===== src/rtl/coh_home.sv =====
module coh_home #(
  parameter int NPROC = 4,
  parameter int NBLK  = 8,
  parameter int DW    = 16,
  localparam int SW = $clog2(NPROC),
  localparam int BW = $clog2(NBLK)
) (
  input  logic             clk,
  input  logic             rst_n,
  input  logic             req_valid,
  output logic             req_ready,
  input  logic             req_write,
  input  logic [SW-1:0]    req_src,
  input  logic [BW-1:0]    req_blk,
  input  logic [DW-1:0]    req_wdata,
  output logic             inv_valid,
  output logic [NPROC-1:0] inv_mask,
  output logic [BW-1:0]    inv_blk,
  input  logic [NPROC-1:0] ack_in,
  output logic             rsp_valid,
  output logic             rsp_write,
  output logic [SW-1:0]    rsp_dst,
  output logic [BW-1:0]    rsp_blk,
  output logic [DW-1:0]    rsp_data
);

  logic [NPROC-1:0] sharers [NBLK];
  logic [DW-1:0]    mem     [NBLK];

  logic             pend;
  logic [NPROC-1:0] wait_set;
  logic [SW-1:0]    psrc;
  logic [BW-1:0]    pblk;
  logic [DW-1:0]    pdata;

  wire [NPROC-1:0] left   = wait_set & ~ack_in;
  wire             fin    = pend && (left == '0);
  wire [NPROC-1:0] self   = NPROC'(1) << req_src;
  wire [NPROC-1:0] others = sharers[req_blk] & ~self;
  wire             take   = req_valid && req_ready;

  assign req_ready = !pend || (!req_write && req_blk != pblk && !fin);

  always_ff @(posedge clk) begin
    if (!rst_n) begin
      for (int b = 0; b < NBLK; b++) begin
        sharers[b] <= '0;
        mem[b]     <= '0;
      end
      pend      <= 1'b0;
      wait_set  <= '0;
      psrc      <= '0;
      pblk      <= '0;
      pdata     <= '0;
      inv_valid <= 1'b0;
      inv_mask  <= '0;
      inv_blk   <= '0;
      rsp_valid <= 1'b0;
      rsp_write <= 1'b0;
      rsp_dst   <= '0;
      rsp_blk   <= '0;
      rsp_data  <= '0;
    end else begin
      inv_valid <= 1'b0;
      rsp_valid <= 1'b0;
      if (fin) begin
        pend          <= 1'b0;
        wait_set      <= '0;
        mem[pblk]     <= pdata;
        sharers[pblk] <= NPROC'(1) << psrc;
        rsp_valid     <= 1'b1;
        rsp_write     <= 1'b1;
        rsp_dst       <= psrc;
        rsp_blk       <= pblk;
        rsp_data      <= pdata;
      end else if (pend) begin
        wait_set <= left;
      end
      if (take) begin
        if (req_write) begin
          if (others == '0) begin
            mem[req_blk]     <= req_wdata;
            sharers[req_blk] <= self;
            rsp_valid        <= 1'b1;
            rsp_write        <= 1'b1;
            rsp_dst          <= req_src;
            rsp_blk          <= req_blk;
            rsp_data         <= req_wdata;
          end else begin
            pend      <= 1'b1;
            wait_set  <= others;
            psrc      <= req_src;
            pblk      <= req_blk;
            pdata     <= req_wdata;
            inv_valid <= 1'b1;
            inv_mask  <= others;
            inv_blk   <= req_blk;
          end
        end else begin
          sharers[req_blk] <= sharers[req_blk] | self;
          rsp_valid        <= 1'b1;
          rsp_write        <= 1'b0;
          rsp_dst          <= req_src;
          rsp_blk          <= req_blk;
          rsp_data         <= mem[req_blk];
        end
      end
    end
  end

  p_read_rsp_next_r2: assert property (@(posedge clk) disable iff (!rst_n)
    (req_valid && req_ready && !req_write) |=> (rsp_valid && !rsp_write));

  p_inv_pulse_r4: assert property (@(posedge clk) disable iff (!rst_n)
    inv_valid |=> !inv_valid);

  p_inv_not_writer_r4: assert property (@(posedge clk) disable iff (!rst_n)
    inv_valid |-> (!inv_mask[psrc] && inv_mask != '0));

  p_no_early_done_r5: assert property (@(posedge clk) disable iff (!rst_n)
    (pend && left != '0) |=> !(rsp_valid && rsp_write));

  p_no_write_while_busy_r9: assert property (@(posedge clk) disable iff (!rst_n)
    pend |-> !(req_valid && req_ready && req_write));

  p_one_rsp_at_finish_r10: assert property (@(posedge clk) disable iff (!rst_n)
    fin |-> !req_ready);

endmodule


===== config.mk =====
export PLATFORM = sky130hd
export DESIGN_NAME = coh_home
export DESIGN_NICKNAME = d
export VERILOG_FILES = /design/src/rtl/coh_home.sv
export SDC_FILE = /design/constraint.sdc
export NUM_CORES = 1
export LEC_CHECK = 0
export BUFFER_PORTS_ARGS = -buffer_cell sky130_fd_sc_hd__buf_2
export CAP_MARGIN = 10
export CELL_PAD_IN_SITES_DETAIL_PLACEMENT = 1
export CELL_PAD_IN_SITES_GLOBAL_PLACEMENT = 2
export CORE_MARGIN = 5
export CORE_UTILIZATION = 41
export DETAILED_ROUTE_END_ITERATION = 8
export GPL_ROUTABILITY_DRIVEN = 0
export GPL_TIMING_DRIVEN = 1
export PLACE_DENSITY_LB_ADDON = 0.15
export SLEW_MARGIN = 10
export SYNTH_ARGS = -nofsm -noshare
export SYNTH_HDL_FRONTEND = slang
export SYNTH_SLANG_ARGS = --single-unit

===== constraint.sdc =====
create_clock -name clk -period 3.6 [get_ports clk]
set_clock_uncertainty 0.15 [all_clocks]
set_input_delay 0.72 -clock clk [delete_from_list [all_inputs] [get_ports clk]]
set_output_delay 0.72 -clock clk [all_outputs]
set_load 0.01 [all_outputs]

==> impl_results.md, run 1 <==
- Final Hold Vio Count: 0
- Clock root buffer master: clkbuf_16
- Unrepaired setup endpoints after global routing: false
- First-pass GRT wire length: 44.06 mm
- Core footprint: 23330 um2
- Design area: 11450 um2
- #FFs+latches synth: 214
- Syn avg cell area: 11.75 um2
- Total number of vias: 6995
- Resize count post-CTS: 0
- Post-CTS setup buffers: 0
- Status: completed
- Worst Hold Class: reg2reg
- Fill cells: 2511
- Tot Pwr: 5948 uW
- Hold_ws: 306.1 ps
- Fmax: 323.9 MHz
- Largest net degree at the start of global routing: 39
- Initial Util: 41.36%
- Setup TNS: 0 ps
- Fraction of registers with async set or reset after synthesis: 0%
- Max FO, Critical Path: 4
- Dominant synthesized flop cell: edfxtp_1
- Count leader, synth: nor2_1
- Pwr dens: 519.4 nW/um2
- Crit end category: output pin
- Number of synthesized flops with an enable pin: 160
- H-tree levels: 1
- Syn Nets: 850
- Register area: 5886 um2
- Clk_lat worst skew: 540 ps
- Antenna violations before repair: 0
- Area grow syn2layout: 18.66%
- Post-synth top area cell: edfxtp_1
- Placed cell area: 10630 um2
- CP Launch Type: register
- Top post-synthesis cells by count: nor2_1 (179), edfxtp_1 (160), nand2_1 (129), dfxtp_1 (54), a21oi_1 (39)
- Layout cell share with drive strength beyond 1: 24.44%
- Register area share after synthesis: 60.99%
- Initial DRC Count: 426
- Leakage: 0.004086 uW
- Vias in the first global route: 7525
- Drt pass-1 iters: 4
- Die W: 163.4 um
- Number of hold buffers added after cts: 0
- Multi-input gate area: 3510 um2
- Arrival @ worst endpoint: 2220 ps
- Final nets: 949
- Data required, critical path: 2730 ps
- Critical path type: reg2out
- CTS sink cnt: 214
- Final worst path period share: 85.77%
- Antenna viol nets, final: 0
- Count of different cell masters after synthesis: 49
- Top Ports: 61
- Synth top area share: 49.79%
- Final core occ: 49.08%
- Final Setup Violations: 0
- Global route overflow: 0
- Post-Synthesis Cells: 821
- CTS tree: built
- # port buffers: 60
- Least-Margin Pin Slew: 802.8 ps
- Per-cell routed wire length: 22.62 um
- Via/cell ratio: 5.569
- ANT cells: 0
- Clock slew at reported path FFs: 60 ps
- DRC: 0
- VDD IR max: 350.3 uV
- Synth warnings: 0
- Top cells by area, synth: edfxtp_1 (50%), dfxtp_1 (11%), mux4_2 (7.5%)
- Total Wirelength: 28.41 mm
- Maximum clock path buffer count: 3
- DP HPWL: 19.42 mm
- Max_cap viols: 0
- Slew HR: 46.48%
- Die Area: 26710 um2
- Max-slew violation count: 0
- Die Ht: 163.4 um
- Fin crit period: 3088 ps
- Tot GR Track Use: 21.60%
- Number of buffers created by CTS: 25
- Row Count: 56
- Post-Syn Area: 9651 um2
-- worst max-delay path, stage by stage (launching register included) --
cell and delay, ps:
dfxtp_1 310, nor2b_1 130, a2111oi_2 610, a31o_2 250
o21ai_0 170, buf_2 230
-- cells by family (layout without fill, tap and decap cells) --
kind of cell | after synthesis | in the layout | synth area share (%)
and+or+nand+nor | 350 | 350 | 14.62
DFF | 214 | 214 | 60.99
AOI/OAI and AO/OA | 120 | 120 | 8.816
muxes | 80 | 80 | 12.65
buffers and inverters | 54 | 170 | 2.645
xor gates and xnor gates | 3 | 3 | 0.2723
-- routing by layer --
metal | part of all wire, % | vias up | track usage, %
met2 | 51 | 161 | 38.23
met1 | 42 | 3600 | 28.16
met5 | 0 | - | 0
met3 | 4.5 | 43 | 2.978
met4 | 2.3 | 0 | 5.376
li1 | - | 3191 | -
-- flip-flops by register name, indices dropped and copies added, names as in the netlist --
signal / count
mem: 128
sharers: 32
pdata: 16
rsp_data: 16
inv_mask: 4
wait_set: 4
pblk: 3
rsp_blk: 3
psrc: 2
rsp_dst: 2
inv_valid: 1
pend: 1
rsp_valid: 1
rsp_write: 1
-- power breakdown --
part           leakage, uW  total (uW)  switching (uW)  internal [uW]
Sequential         0.00210        2820            56.2           2760
Combinational      0.00157         623             388            235
Clock             0.000414        2510            1000           1500
Total              0.00409        5950            1450           4500
-- path summary, 6_finish.rpt --
| kind | depth (start not counted) | startpoint | slack, ps | to |
|---|---|---|---|---|
| hold / removal | 2 | inv_mask[0] | 310 | inv_mask[0] |
| setup / recovery | 5 | wait_set[1] | 510 | req_ready |
| setup reg to reg | 7 | wait_set[1] | 740 | sharers[4][1] |
| hold reg to reg | 2 | inv_mask[0] | 310 | inv_mask[0] |
-- cell type report --
type                       count  share of cell area, %
clock buffer                  31                  6.021
inverter                       3                0.09834
multi-input combinational    553                  30.65
tap                          319                  3.486
sequential                   214                  51.40
clock inverter                13                  1.136
timing repair buffer         123                  7.212
-- layout by cell type, fill, tap and decap left out, types with 8 or more instances in the layout --
cell type / Yosys / routed
o221ai_1: 16 / 16
a21oi_1: 39 / 39
clkinv_2: 0 / 8
buf_2: 12 / 59
o21ai_2: 8 / 8
mux2i_1: 32 / 32
buf_4: 6 / 60
nand2b_1: 13 / 13
dfxtp_1: 54 / 54
nor2_1: 179 / 179
mux4_2: 32 / 32
mux2_2: 16 / 16
nand2_1: 129 / 129
edfxtp_1: 160 / 160
a31oi_1: 22 / 22
clkbuf_16: 0 / 26
-- metrics by stage --
step	cells	setup slack (ps)
global placement	1212	111.7
global route	1256	362.5
finish	1256	512.3
CTS	1256	462.8
floorplan	821	211.2
detailed placement	1212	41.47
No activity file was read; power rests on OpenSTA's default activity.
==> run 2, diff against run 1 <==
- GPL_TIMING_DRIVEN: 1 -> 0
==> impl_results.md, run 2 (synthesis results as in run 1) <==
- Fmax: 287.7 MHz (-11%)
- Commonest non-fill, non-tap cell in the layout: nor2_1
- Placed cell area: 10340 um2 (-2.7%)
- Antenna viol nets, final: 0 (unchanged)
- H-tree levels: 1 (unchanged)
- First-pass GRT wire length: 43.41 mm (-1.5%)
- Clock Power Share: 39.7% (-2.5 points)
- Number of hold buffers added after cts: 0 (unchanged)
- DR top layer: met4
- Antenna violations before repair: 0 (unchanged)
- Fin crit period: 3476 ps (+388.5 ps)
- Die Area: 26710 um2 (unchanged)
- Commonest non-fill, non-tap cells in the layout: nor2_1 (178), edfxtp_1 (160), nand2_1 (121)
- Data required, critical path: 3550 ps (+820 ps)
- Register area: 5886 um2 (unchanged)
- Net Sw Power: 1410 uW (-2.6%)
- Initial DRC Count: 417 (-2.1%)
- Max_cap viols: 0 (unchanged)
- # port buffers: 58 (-3.3%)
- Initial Util: 41.36% (unchanged)
- Number of buffers created by CTS: 24 (-4.0%)
- Top Ports: 61 (unchanged)
- Multi-input gate area: 3643 um2 (+3.8%)
- Met2 routed WL: 14.43 mm (+0.14%)
- Met3 wire len: 1.180 mm (-7.3%)
- Largest net degree at the start of global routing: 17 (-56%)
- Final setup margin: 123.8 ps (-388.5 ps)
- CTS tree: built
- Tot GR Track Use: 21.50% (-0.097 points)
- Total Wirelength: 28.46 mm (+0.19%)
- Slew HR: 22.81% (-24 points)
- Final nets: 937 (-1.3%)
- CP Launch Type: primary input
- Met1 wire length: 12.23 mm (+1.4%)
- Fill cells: 2530 (+0.76%)
- Area grow syn2layout: 16.17%
- Clock root buffer master: clkbuf_16
- Status: completed
- Sw Share: 24.90% (+0.57 points)
- Share of power burned in registers: 49.7% (+2.3 points)
- Clk_lat worst skew: 530 ps (about the same)
- Design area: 11210 um2 (-2.1%)
- Largest Register: mem
- Maximum clock path buffer count: 3 (unchanged)
- Core footprint: 23330 um2 (unchanged)
- Arrival @ worst endpoint: 3420 ps (+1200 ps)
- Die Ht: 163.4 um (unchanged)
- Per-cell routed wire length: 22.90 um (+1.2%)
- Vias in the first global route: 7378 (-2.0%)
- CTS sink cnt: 214 (unchanged)
- Via/cell ratio: 5.545 (-0.44%)
- Critical path type: in2reg
- Row Count: 56 (unchanged)
- Global route overflow: 0 (unchanged)
- Internal Power: 4251 uW (-5.5%)
- Setup TNS: 0 ps (unchanged)
- Pwr dens: 504.9 nW/um2 (-2.8%)
- DP HPWL: 20.54 mm (+5.8%)
- Max FFs per register: 128 (unchanged)
- Layout cell share with drive strength beyond 1: 20.78% (-3.7 points)
- Drt pass-1 iters: 4 (unchanged)
- Max FO, Critical Path: 16 (+12)
- Leakage: 0.003859 uW (-5.6%)
- Crit end category: register
- Final Hold Vio Count: 0 (unchanged)
- Final Setup Violations: 0 (unchanged)
- Max-slew violation count: 0 (unchanged)
- Die W: 163.4 um (unchanged)
- Clock slew at reported path FFs: 60 ps (about the same)
- ANT cells: 0 (unchanged)
- DRC: 0 (unchanged)
- Final worst path period share: 96.56% (+11 points)
- Worst R2R Setup Slack: 290 ps (-450 ps)
- Leading registers by flop count: mem (128), sharers (32)
- Worst Hold Class: reg2reg
- Total number of vias: 6892 (-1.5%)
- Least-Margin Pin Slew: 1158 ps (+355.1 ps)
- Gate power share: 10.6% (about the same)
- VDD IR max: 399.7 uV (+14%)
- Dpl ws: -966.5 ps (-1008 ps)
[run 2: cell types whose count changed in the layout (fill, tap and decap cells not counted), sizes merged]
cell    delta
bufinv     -1
buf       -40
inv        -2
clkinv     +4
clkbuf    +26
[run 2: final cells by class]
class | instances | area share (%)
Sequential cell | 214 | 52.50
Multi-Input combinational cell | 553 | 32.50
Clock buffer | 28 | 5.491
Tap cell | 319 | 3.560
Timing Repair Buffer | 61 | 2.790
Buffer | 51 | 2.176
Clock inverter | 14 | 0.8817
Inverter | 3 | 0.1004
[run 2: repair_timing]
action | 4_1_cts | 5_1_grt
setup buffers | 0 | 3
resized for setup | 16 | 11
hold endpoints to repair | 0 | 0
endpoints found under the setup margin | 128 | 146
pin swaps | 0 | 1
[run 2: final timing paths]
| kind | from | to | cells after the start |
|---|---|---|---|
| setup / recovery | req_blk[0] | mem[7][2] | 11 |
| hold / removal | inv_mask[2] | inv_mask[2] | 2 |
| hold reg to reg | inv_mask[2] | inv_mask[2] | 2 |
| setup reg to reg | pend | mem[4][6] | 6 |
[run 2: worst max-delay path: stages]
cell and delay [ps]:
buf_6 150, buf_6 210, mux2i_1 240, a22oi_1 120, nand4_1 210, o2111a_1 330, buf_2 290, a21oi_1 210
o21ai_4 360, buf_4 260, nand2_2 310
[run 2: routing by layer]
| layer | vias to the layer above | track usage [%] |
|---|---|---|
| met2 | 147 | 38.34 |
| met3 | 47 | 3.179 |
| met4 | 0 | 5.452 |
| li1 | 3168 | - |
| met5 | - | 0 |
| met1 | 3530 | 27.60 |
[run 2: power groups by stage]
| stage | sequential, uW | combinational [uW] | clock, uW |
|---|---|---|---|
| 2_1_floorplan | 2860 | 351 | 0 |
| 3_3_place_gp | 2860 | 577 | 0 |
| 3_5_place_dp | 2870 | 589 | 0 |
| 4_1_cts | 2810 | 597 | 2300 |
| 5_1_grt | 2830 | 646 | 2420 |
| 6_report | 2810 | 598 | 2250 |
[run 2: metrics by stage]
| step | std cells | power, uW | hold WS, ps | util, % |
|---|---|---|---|---|
| 3_5_place_dp | 1198 | 3456 | 305.6 | 44.32 |
| 6_report | 1243 | 5661 | 305.1 | 48.05 |
| 5_1_grt | 1243 | 5889 | 307.8 | 48.05 |
| 3_3_place_gp | 1198 | 3437 | 292.9 | 44.32 |
| 4_1_cts | 1240 | 5712 | 288.1 | 47.69 |
| 2_1_floorplan | 821 | 3213 | 293.4 | - |
==> run 3, diff against run 2 <==
- REMOVE_ABC_BUFFERS: unset -> 1
==> impl_results.md, run 3 (synthesis results as in run 1) <==
- Critical path type: in2reg
- Max FO, Critical Path: 27 (+11)
- Worst Hold Class: reg2reg
- Unrepaired setup endpoints after global routing: false
- Fin crit period: 3391 ps (-85.68 ps)
- H-tree levels: 1 (unchanged)
- Final nets: 901 (-3.8%)
- Largest Register: mem
- Clk_lat worst skew: 520 ps (about the same)
- Fmax: 294.9 MHz (+2.5%)
- DRC: 0 (unchanged)
- Core footprint: 23330 um2 (unchanged)
- Clock root buffer master: clkbuf_16
- Die Ht: 163.4 um (unchanged)
- Drt pass-1 iters: 4 (unchanged)
- Register area: 5886 um2 (unchanged)
- Multi-input gate area: 3660 um2 (+0.45%)
- Fill cells: 2453 (-3.0%)
- Antenna viol nets, final: 0 (unchanged)
- Hold EP: inv_mask[3]
- CTS tree: built
- Slew HR: 34.06% (+11 points)
- Tot GR Track Use: 21.12% (-0.38 points)
- # port buffers: 60 (+3.4%)
- Final Hold Vio Count: 0 (unchanged)
- Max FFs per register: 128 (unchanged)
- Initial DRC Count: 435 (+4.3%)
- Hold_ws: 311.7 ps (+6.661 ps)
- Leading registers by flop count: mem (128), sharers (32)
- Pwr dens: 523.6 nW/um2 (+3.7%)
- Hold Path Origin: inv_mask[3]
- Area grow syn2layout: 17.54%
- Per-cell routed wire length: 23.17 um (+1.2%)
- ANT cells: 0 (unchanged)
- Initial Util: 41.36% (unchanged)
- Reg2reg start: wait_set[1]
- Arrival @ worst endpoint: 3390 ps (-30 ps)
- Crit end category: register
- Commonest non-fill, non-tap cells in the layout: nor2_1 (179), edfxtp_1 (160), nand2_1 (118)
- VDD IR max: 317.0 uV (-21%)
- Commonest non-fill, non-tap cell in the layout: nor2_1
- Global route overflow: 0 (unchanged)
- DP HPWL: 17.68 mm (-14%)
- Final setup margin: 209.5 ps (+85.68 ps)
- Worst r2r dst: mem[6][5]
- Total Wirelength: 28.01 mm (-1.6%)
- Status: completed
- Total number of vias: 6705 (-2.7%)
- Max-slew violation count: 0 (unchanged)
- CP Launch Type: primary input
- Final worst path period share: 94.18% (-2.4 points)
- Data required, critical path: 3600 ps (+50 ps)
- Row Count: 56 (unchanged)
- Cells along the critical path: buf_4 -> nor2b_1 -> a22oi_1 -> nand4_1 -> o2111ai_4 -> o31ai_4 -> o21ai_4 -> nand2_2
- Leakage: 0.003909 uW (+1.3%)
- Final Setup Violations: 0 (unchanged)
- Worst r2r path cells: 8 (+2)
- Via/cell ratio: 5.546 (about the same)
- Layout cell share with drive strength beyond 1: 22.25% (+1.5 points)
- Number of buffers created by CTS: 24 (unchanged)
- Least-Margin Pin Slew: 989.1 ps (-168.8 ps)
- Largest net degree at the start of global routing: 44 (+27)
- Worst R2R Setup Slack: 320 ps (+30 ps)
- Hold Path Depth: 2 (unchanged)
- CP max stage cell: o31ai_4
- Max_cap viols: 0 (unchanged)
- Crit path largest cell delay: 580 ps (+220 ps)
- Dpl ws: -2209 ps (-1242 ps)
- CTS sink cnt: 214 (unchanged)
- Antenna violations before repair: 0 (unchanged)
- Vias in the first global route: 7183 (-2.6%)
- Die Area: 26710 um2 (unchanged)
- Setup TNS: 0 ps (unchanged)
- First-pass GRT wire length: 42.80 mm (-1.4%)
- Maximum clock path buffer count: 3 (unchanged)
- Die W: 163.4 um (unchanged)
- Top Ports: 61 (unchanged)
- Clock slew at reported path FFs: 60 ps (about the same)
-- run 3: changes by cell type in the layout (fill, tap and decap cells not counted), sizes merged --
cell,previous run,this run
clkbuf,57,26
buf,83,76
bufinv,1,4
clkinv,13,14
-- run 3: worst max-delay path: cells and delay by family --
kind,cells,cell delay [ps]
AOI/OAI and AO/OA,4,1220
buffers and inverters,1,350
and+or+nand+nor,3,1060
-- run 3: layer usage --
metal	track usage [%]	share of wire (%)
met1	27.28	42
met2	36.98	50
met3	3.003	5.0
met4	6.519	3.1
met5	0	0
-- run 3: how the worst max path moves through the flow --
stage,from,to,slack [ps],cells past startpoint
3_3_place_gp,rst_n,mem[6][8],-2800,6
4_1_cts,req_blk[2],mem[6][14],20,8
3_5_place_dp,rst_n,mem[6][5],-2210,6
6_report,req_blk[2],mem[1][6],210,8
2_1_floorplan,ack_in[0],mem[1][0],30,7
5_1_grt,req_blk[2],mem[1][6],30,8
-- run 3: cell type report --
type	count	share of cell area (%)
Inverter	3	0.09927
Clock inverter	18	1.831
Timing Repair Buffer	76	5.041
Clock buffer	26	5.361
Tap cell	319	3.519
Sequential cell	214	51.89
Multi-Input combinational cell	553	32.26
-- run 3: report_power, final --
part / internal [uW] / switching [uW] / total (uW)
Clock: 1520 / 1010 / 2530
Sequential: 2760 / 51.2 / 2810
Combinational: 212 / 385 / 597
Total: 4490 / 1450 / 5940
-- run 3: what timing repair did --
item	in CTS	in global routing
buffers inserted	11	0
resized for setup	25	6
pin swaps	10	0
hold buffers	0	0
setup endpoints to repair	373	282
hold endpoints to repair	0	0
-- run 3: through the flow --
| step | power [uW] | cells | area [um2] | utilization (%) |
|---|---|---|---|---|
| after global routing | 6141 | 1209 | 11340 | 48.62 |
| after global placement | 3405 | 1149 | 10110 | 43.31 |
| after CTS | 5985 | 1209 | 11310 | 48.49 |
| final | 5939 | 1209 | 11340 | 48.62 |
| after detailed placement | 3453 | 1154 | 10260 | 43.99 |
| after floorplan | 3170 | 770 | 9407 | - |
